`config.mk`:
```
export PLATFORM = sky130hd
export DESIGN_NAME = ilv_mismatch_cal
export DESIGN_NICKNAME = d
export VERILOG_FILES = /design/src/rtl/calib_pkg.sv /design/src/rtl/ilv_corrector.sv /design/src/rtl/ilv_stats.sv /design/src/rtl/ilv_loop.sv /design/src/rtl/ilv_mismatch_cal.sv
export SDC_FILE = /design/constraint.sdc
export NUM_CORES = 1
export LEC_CHECK = 0
export BUFFER_PORTS_ARGS = -buffer_cell sky130_fd_sc_hd__buf_2
export CORE_AREA = 2 2 140 279
export CTS_CLUSTER_SIZE = 25
export DETAILED_ROUTE_END_ITERATION = 7
export DIE_AREA = 0 0 142 281
export PLACE_DENSITY = 0.64
export SYNTH_ARGS = -nofsm -noshare
export SYNTH_HDL_FRONTEND = slang
export SYNTH_SLANG_ARGS = --single-unit
export TNS_END_PERCENT = 30
```
`constraint.sdc`:
```
create_clock -name clk -period 12.7 [get_ports clk]
set_input_delay 1.27 -clock clk [delete_from_list [all_inputs] [get_ports clk]]
set_output_delay 1.27 -clock clk [all_outputs]
set_load 0.03 [all_outputs]
```
`src/rtl/calib_pkg.sv`:
```
package calib_pkg;
    typedef enum logic {
        CH_REF = 1'b0,
        CH_ADJ = 1'b1
    } vchan_e;
endpackage

```
`src/rtl/ilv_corrector.sv`:
```
module ilv_corrector
    import calib_pkg::*;
#(
    parameter int DW   = 12,
    parameter int GW   = 14,
    parameter int FRAC = 12
) (
    input  logic                 clk,
    input  logic                 rst_n,
    input  logic                 in_valid,
    input  logic signed [DW-1:0] in_data,
    input  logic signed [DW-1:0] off_est,
    input  logic        [GW-1:0] gain_est,
    output logic                 out_valid,
    output vchan_e               out_chan,
    output logic signed [DW-1:0] out_data
);
    localparam int PW = DW + GW + 2;
    localparam logic signed [PW-1:0] HALF   = PW'(1) <<< (FRAC - 1);
    localparam logic signed [PW-1:0] SAT_HI = PW'((1 <<< (DW - 1)) - 1);
    localparam logic signed [PW-1:0] SAT_LO = -SAT_HI - PW'(1);

    typedef struct packed {
        logic                 tog;
        logic                 vld;
        vchan_e               ch;
        logic signed [DW-1:0] dat;
    } cor_t;

    cor_t q, d;
    logic signed [PW-1:0] x_w, o_w, g_w, prod, rnd;
    logic signed [DW-1:0] adj;

    always_comb begin
        x_w  = in_data;
        o_w  = off_est;
        g_w  = $signed({2'b00, gain_est});
        prod = (x_w - o_w) * g_w;
        rnd  = (prod + HALF) >>> FRAC;
        if (rnd > SAT_HI)      adj = SAT_HI[DW-1:0];
        else if (rnd < SAT_LO) adj = SAT_LO[DW-1:0];
        else                   adj = rnd[DW-1:0];

        d     = q;
        d.vld = in_valid;
        if (in_valid) begin
            d.tog = ~q.tog;
            d.ch  = q.tog ? CH_ADJ : CH_REF;
            d.dat = q.tog ? adj : in_data;
        end
    end

    always_ff @(posedge clk) begin
        if (!rst_n) q <= '{tog: 1'b0, vld: 1'b0, ch: CH_REF, dat: '0};
        else        q <= d;
    end

    assign out_valid = q.vld;
    assign out_chan  = q.ch;
    assign out_data  = q.dat;

    // reference samples pass through with one cycle of latency
    p_ref_pass_r3: assert property (@(posedge clk) disable iff (!rst_n)
        (in_valid && !q.tog) |=> (out_valid && out_chan == CH_REF && out_data == $past(in_data)));

    // no accepted sample, no output sample
    p_idle_quiet_r2: assert property (@(posedge clk) disable iff (!rst_n)
        !in_valid |=> !out_valid);
endmodule

```
`src/rtl/ilv_stats.sv`:
```
module ilv_stats
    import calib_pkg::*;
#(
    parameter int DW       = 12,
    parameter int LOG2_BLK = 12
) (
    input  logic                 clk,
    input  logic                 rst_n,
    input  logic                 s_valid,
    input  vchan_e               s_chan,
    input  logic signed [DW-1:0] s_data,
    output logic                 blk_done,
    output logic signed [DW:0]   mean_ref,
    output logic signed [DW:0]   mean_adj,
    output logic signed [DW:0]   mav_ref,
    output logic signed [DW:0]   mav_adj
);
    localparam int SW = DW + LOG2_BLK + 1;
    localparam int AW = DW + LOG2_BLK;
    localparam int MW = DW + 1;

    typedef struct packed {
        logic signed [SW-1:0] sum;
        logic        [AW-1:0] mag;
    } acc_t;

    logic [LOG2_BLK-1:0] cnt_d, cnt_q;
    logic [DW-1:0]       absv;
    logic signed [MW-1:0] mean_a [2];
    logic signed [MW-1:0] mav_a  [2];

    assign absv     = (s_data < 0) ? DW'(-s_data) : DW'(s_data);
    assign blk_done = s_valid && (s_chan == CH_ADJ) && (&cnt_q);

    always_comb begin
        cnt_d = cnt_q;
        if (s_valid && s_chan == CH_ADJ) cnt_d = cnt_q + 1'b1;
    end

    always_ff @(posedge clk) begin
        if (!rst_n) cnt_q <= '0;
        else        cnt_q <= cnt_d;
    end

    for (genvar ch = 0; ch < 2; ch++) begin : g_chan
        localparam vchan_e MY_CH = (ch == 0) ? CH_REF : CH_ADJ;
        acc_t acc_d, acc_q;
        logic signed [SW-1:0] tot_sum;
        logic        [AW-1:0] tot_mag;
        logic                 hit;

        always_comb begin
            hit     = s_valid && (s_chan == MY_CH);
            tot_sum = acc_q.sum + (hit ? SW'(s_data) : '0);
            tot_mag = acc_q.mag + (hit ? AW'(absv) : '0);
            mean_a[ch] = MW'(tot_sum >>> LOG2_BLK);
            mav_a[ch]  = $signed(MW'(tot_mag >> LOG2_BLK));
            if (blk_done) acc_d = '0;
            else          acc_d = '{sum: tot_sum, mag: tot_mag};
        end

        always_ff @(posedge clk) begin
            if (!rst_n) acc_q <= '0;
            else        acc_q <= acc_d;
        end
    end

    assign mean_ref = mean_a[0];
    assign mean_adj = mean_a[1];
    assign mav_ref  = mav_a[0];
    assign mav_adj  = mav_a[1];

    // every adjusted output advances the block position by one
    p_block_count_r5: assert property (@(posedge clk) disable iff (!rst_n)
        (s_valid && s_chan == CH_ADJ) |=> (cnt_q == LOG2_BLK'($past(cnt_q) + 1'b1)));
endmodule

```
`src/rtl/ilv_loop.sv`:
```
module ilv_loop #(
    parameter int DW   = 12,
    parameter int GW   = 14,
    parameter int FRAC = 12,
    parameter int SHW  = 4
) (
    input  logic                 clk,
    input  logic                 rst_n,
    input  logic                 cal_en,
    input  logic [SHW-1:0]       off_shift,
    input  logic [SHW-1:0]       gain_shift,
    input  logic                 blk_done,
    input  logic signed [DW:0]   mean_ref,
    input  logic signed [DW:0]   mean_adj,
    input  logic signed [DW:0]   mav_ref,
    input  logic signed [DW:0]   mav_adj,
    output logic signed [DW-1:0] off_est,
    output logic        [GW-1:0] gain_est
);
    localparam int EW  = DW + 3;
    localparam int GSW = (GW + 2 > EW + 1) ? GW + 2 : EW + 1;
    localparam logic signed [EW-1:0]  OFF_HI = EW'((1 <<< (DW - 1)) - 1);
    localparam logic signed [EW-1:0]  OFF_LO = -OFF_HI - EW'(1);
    localparam logic signed [GSW-1:0] G_MAX  = GSW'((1 <<< GW) - 1);
    localparam logic        [GW-1:0]  G_ONE  = GW'(1) << FRAC;

    typedef struct packed {
        logic signed [DW-1:0] off;
        logic        [GW-1:0] gain;
    } est_t;

    est_t q, d;
    logic signed [EW-1:0]  off_err, off_sum, g_err;
    logic signed [GSW-1:0] g_sum;

    always_comb begin
        off_err = EW'(mean_adj) - EW'(mean_ref);
        off_sum = EW'(q.off) + (off_err >>> off_shift);
        g_err   = EW'(mav_ref) - EW'(mav_adj);
        g_sum   = GSW'($signed({1'b0, q.gain})) + GSW'(g_err >>> gain_shift);

        d = q;
        if (blk_done && cal_en) begin
            if (off_sum > OFF_HI)      d.off = OFF_HI[DW-1:0];
            else if (off_sum < OFF_LO) d.off = OFF_LO[DW-1:0];
            else                       d.off = off_sum[DW-1:0];
            if (g_sum > G_MAX)         d.gain = G_MAX[GW-1:0];
            else if (g_sum < 0)        d.gain = '0;
            else                       d.gain = g_sum[GW-1:0];
        end
    end

    always_ff @(posedge clk) begin
        if (!rst_n) q <= '{off: '0, gain: G_ONE};
        else        q <= d;
    end

    assign off_est  = q.off;
    assign gain_est = q.gain;

    // estimates move only at an enabled block close
    p_frozen_hold_r8: assert property (@(posedge clk) disable iff (!rst_n)
        (!$past(cal_en) || !$past(blk_done)) |-> ($stable(off_est) && $stable(gain_est)));

    // a higher adjusted mean never lowers the offset estimate
    p_off_direction_r6: assert property (@(posedge clk) disable iff (!rst_n)
        ($past(cal_en && blk_done) && $past(mean_adj) > $past(mean_ref)) |-> (off_est >= $past(off_est)));

    // a larger reference magnitude never lowers the gain
    p_gain_direction_r7: assert property (@(posedge clk) disable iff (!rst_n)
        ($past(cal_en && blk_done) && $past(mav_ref) > $past(mav_adj)) |-> (gain_est >= $past(gain_est)));
endmodule

```
`src/rtl/ilv_mismatch_cal.sv`:
```
module ilv_mismatch_cal
    import calib_pkg::*;
#(
    parameter int DW       = 12,
    parameter int GW       = 14,
    parameter int FRAC     = 12,
    parameter int LOG2_BLK = 12,
    parameter int SHW      = 4
) (
    input  logic                 clk,
    input  logic                 rst_n,
    input  logic                 cal_en,
    input  logic [SHW-1:0]       off_shift,
    input  logic [SHW-1:0]       gain_shift,
    input  logic                 in_valid,
    input  logic signed [DW-1:0] in_data,
    output logic                 out_valid,
    output logic signed [DW-1:0] out_data
);
    logic signed [DW-1:0] off_est;
    logic        [GW-1:0] gain_est;
    vchan_e               out_chan;
    logic                 blk_done;
    logic signed [DW:0]   mean_ref, mean_adj, mav_ref, mav_adj;

    ilv_corrector #(.DW(DW), .GW(GW), .FRAC(FRAC)) u_cor (
        .clk(clk), .rst_n(rst_n), .in_valid(in_valid), .in_data(in_data),
        .off_est(off_est), .gain_est(gain_est),
        .out_valid(out_valid), .out_chan(out_chan), .out_data(out_data)
    );

    ilv_stats #(.DW(DW), .LOG2_BLK(LOG2_BLK)) u_stats (
        .clk(clk), .rst_n(rst_n), .s_valid(out_valid), .s_chan(out_chan),
        .s_data(out_data), .blk_done(blk_done),
        .mean_ref(mean_ref), .mean_adj(mean_adj), .mav_ref(mav_ref), .mav_adj(mav_adj)
    );

    ilv_loop #(.DW(DW), .GW(GW), .FRAC(FRAC), .SHW(SHW)) u_loop (
        .clk(clk), .rst_n(rst_n), .cal_en(cal_en),
        .off_shift(off_shift), .gain_shift(gain_shift), .blk_done(blk_done),
        .mean_ref(mean_ref), .mean_adj(mean_adj), .mav_ref(mav_ref), .mav_adj(mav_adj),
        .off_est(off_est), .gain_est(gain_est)
    );
endmodule

```
==> flow_summary.toml <==
[cts]
insertion_delay_ns = 0.45
cts_setup_buffers = 0
htree_num_levels = 4
cts_tree = "done"
clk_pin_slew_ns = 0.07
ctsHoldBuffers = 0
clock_path_buffers = 2
root_buffer = "clkbuf_16"
numCtsBuffers = 17
ctsResizeCount = 0
cts_sinks = 151

[detailed_routing]
totalWireLength_um = 51280
post_drt_wl_per_cell_um = 18.82
drt-initial-drc-count = 781
drc = 0
detail-route-antenna-nets = 0
dr.pass1.iters = 5
vias = 15927
via_per_inst = 5.847

[power_and_ir_drop]
power_leakage_nw = 9.573
power_frac_comb = 0.299
p_sw_frac = 0.3589
power_mw = 1.460
p_sw_mw = 0.5240
p_seq_frac = 0.342
clkPwrFrac = 0.359
powerDensity_nw_per_um2 = 73.91
power.internal_mw = 0.9358
vdd_ir_drop_max_mv = 0.08728

[sta]
fin_crit_sh = 0.8111
fmax_ghz = 0.09707
setup_viol = 0
hold_viol_final = 0
finalMaxSlewViolations = 0
fin_worst_skew_ns = 0.02101
slew-limit-headroom = 0.2308
layout_setup_ws_ns = 2.399
holdWs_ns = 0.5048
tns_ns = 0
rsz0062_at_grt = "no"
min_period_ns = 10.30
tightest_slew_ns = 1.150

[die]
initial_core_util = 0.4951
coreArea_um2 = 37790
die_h_um = 281
num_io_pins = 37
die_x_um = 142
row_count = 101
die-area_um2 = 39900

[worst_setup_path]
critPathKind = "in -> reg"
crit_path_max_fanout = 14
worst_setup_path_start_kind = "primary input"
crit_path_max_incr_delay_ns = 0.89
critPathCaptureType = "flop"
cp_common_cell = "fa_1"
worstPathRequired_ns = 13.07
cp.arrival_ns = 10.67
cpMaxStageDelayCell = "o21ai_0"

[logic_synthesis]
synth-main-ff-cell = "dfxtp_1"
synth.distinct_cells = 93
synth_edf_count = 0
syn_inst = 2275
ys_warn_count = 0
syn-num-nets = 2673
postSynth.asyncResetShare = 0
netlist_area_um2 = 18710
ys_seq_elements = 151
synth-seq-area-share = 0.1616
syn_avg_cell_area_um2 = 8.223

[placed_design]
place_inst = 2692
dp_hpwl_um = 41970
dpl_worst_slack_ns = 1.931
io_buffers = 36
gp_congestion = 0.9727
dpl_cell_area_um2 = 19160

[cells_and_area]
drive_gt1_frac = 0.06148
fill_cells = 3602
utilization = 0.5227
seq_area_um2 = 3023
diodes = 0
fin_cells = 2724
nets = 2646
layout.cell_area.non_filler_um2 = 19750
area_delta_synth_final_pct = 5.578
multi_input_area_um2 = 14480

[global_route]
antenna_found_initial = 0
grt_max_degree = 69
grt_pass1_vias = 16548
overflow = 0
grt_pass1_wl_um = 82580
grt_usage = 0.2641

[min_path]
hold_path.class = "reg -> reg"

[job]
cap_violations = 0

[run_status]
status = "finished clean"
[power groups by stage]
stage	clock [mW]	combinational [mW]	sequential, mW
3_3_place_gp	0	0.424	0.509
6_report	0.524	0.436	0.500
2_1_floorplan	0	0.328	0.501
3_5_place_dp	0	0.430	0.510
4_1_cts	0.537	0.434	0.499
5_1_grt	0.558	0.483	0.501
[synthesized netlist by cell type (6+ instances only)]
library cell | count | area [um2]
a2111oi_0 | 6 | 52.55
nand2_1 | 215 | 807.0
o211ai_1 | 13 | 97.59
a211oi_1 | 15 | 112.6
o31ai_1 | 13 | 97.59
ha_1 | 233 | 2915
and3_1 | 52 | 325.3
o21ai_0 | 101 | 505.5
a21boi_0 | 21 | 157.7
nand4_1 | 10 | 62.56
nand2b_1 | 27 | 168.9
a31oi_1 | 19 | 118.9
o21ai_1 | 19 | 95.09
mux4_2 | 6 | 135.1
a21oi_1 | 116 | 580.6
nand3_1 | 39 | 195.2
or3_1 | 17 | 106.4
nor2_1 | 208 | 780.8
a21o_1 | 50 | 375.4
inv_1 | 215 | 807.0
mux2i_1 | 14 | 140.1
xor2_1 | 72 | 630.6
nor3_1 | 43 | 215.2
o21bai_1 | 8 | 60.06
o21a_1 | 14 | 105.1
xnor2_1 | 83 | 727.0
fa_1 | 141 | 2823
or2_2 | 13 | 81.33
nor2b_1 | 34 | 212.7
and2_1 | 86 | 538.0
o221a_2 | 12 | 135.1
dfxtp_1 | 151 | 3023
buf_4 | 12 | 90.09
clkbuf_1 | 75 | 281.5
[placed cells by master (no fill, tap or decap), drive strengths merged, types with 73 or more instances in the layout]
cell type,instances
a21oi,117
and2,87
dfxtp,151
fa,141
ha,233
inv,223
nand2,215
nor2,209
o21ai,120
xnor2,84
xor2,73
[final cells by class]
class / instances / area share
multi-input cells: 1814 / 0.7330
inverters: 217 / 0.04124
clock buffers: 18 / 0.02224
well taps: 463 / 0.02933
flip-flops and latches: 151 / 0.1531
repair buffers: 47 / 0.01330
clock inverters: 14 / 0.007856
[sequential cells by signal, summed over array words and instances, names as in the netlist]
register,count
u_stats.g_chan.acc_q,98
u_loop.off_est,12
u_cor.q,1
u_cor.out_valid,1
u_cor.out_data,12
u_stats.cnt_q,12
u_loop.gain_est,14
u_cor.out_chan,1
[routing by layer]
| layer | part of all wire | vias up | global-route usage | wire (um) |
|---|---|---|---|---|
| met2 | 0.55 | 365 | 0.5203 | 28330 |
| met5 | 0 | - | 0 | 0 |
| met3 | 0.028 | 175 | 0.03067 | 1425 |
| li1 | - | 7691 | - | - |
| met4 | 0.071 | 0 | 0.1738 | 3627 |
| met1 | 0.35 | 7696 | 0.2491 | 17890 |
[worst max-delay path, delay by kind of cell]
kind / cells / cell delay, ns
adders and majority gates: 9 / 4.07
xor gates and xnor gates: 2 / 0.98
buffers and inverters: 5 / 0.28
and+or+nand+nor: 6 / 0.86
AOI/OAI and AO/OA: 14 / 3.19
[kinds of logic (layout without fill, tap and decap cells)]
group           Yosys count  in the layout  share of synthesized area
xor+xnor                157            157                    0.07431
simple gates            775            775                     0.2004
mux                      24             24                    0.01712
fa+ha+maj               375            375                     0.3073
compound gates          483            483                     0.1742
buf+inv                 310            296                    0.06508
flops                   151            151                     0.1616
[worst paths after layout]
path,cells after the start,from,slack [ns],end
min,2,u_stats.cnt_q[5],0.50,u_stats.cnt_q[5]
max reg2reg,40,u_cor.out_valid,2.43,u_loop.off_est[10]
max,36,in_data[0],2.40,u_cor.out_data[6]
min reg2reg,2,u_stats.cnt_q[5],0.50,u_stats.cnt_q[5]
Note: power is estimated with default switching activity, not from simulation.
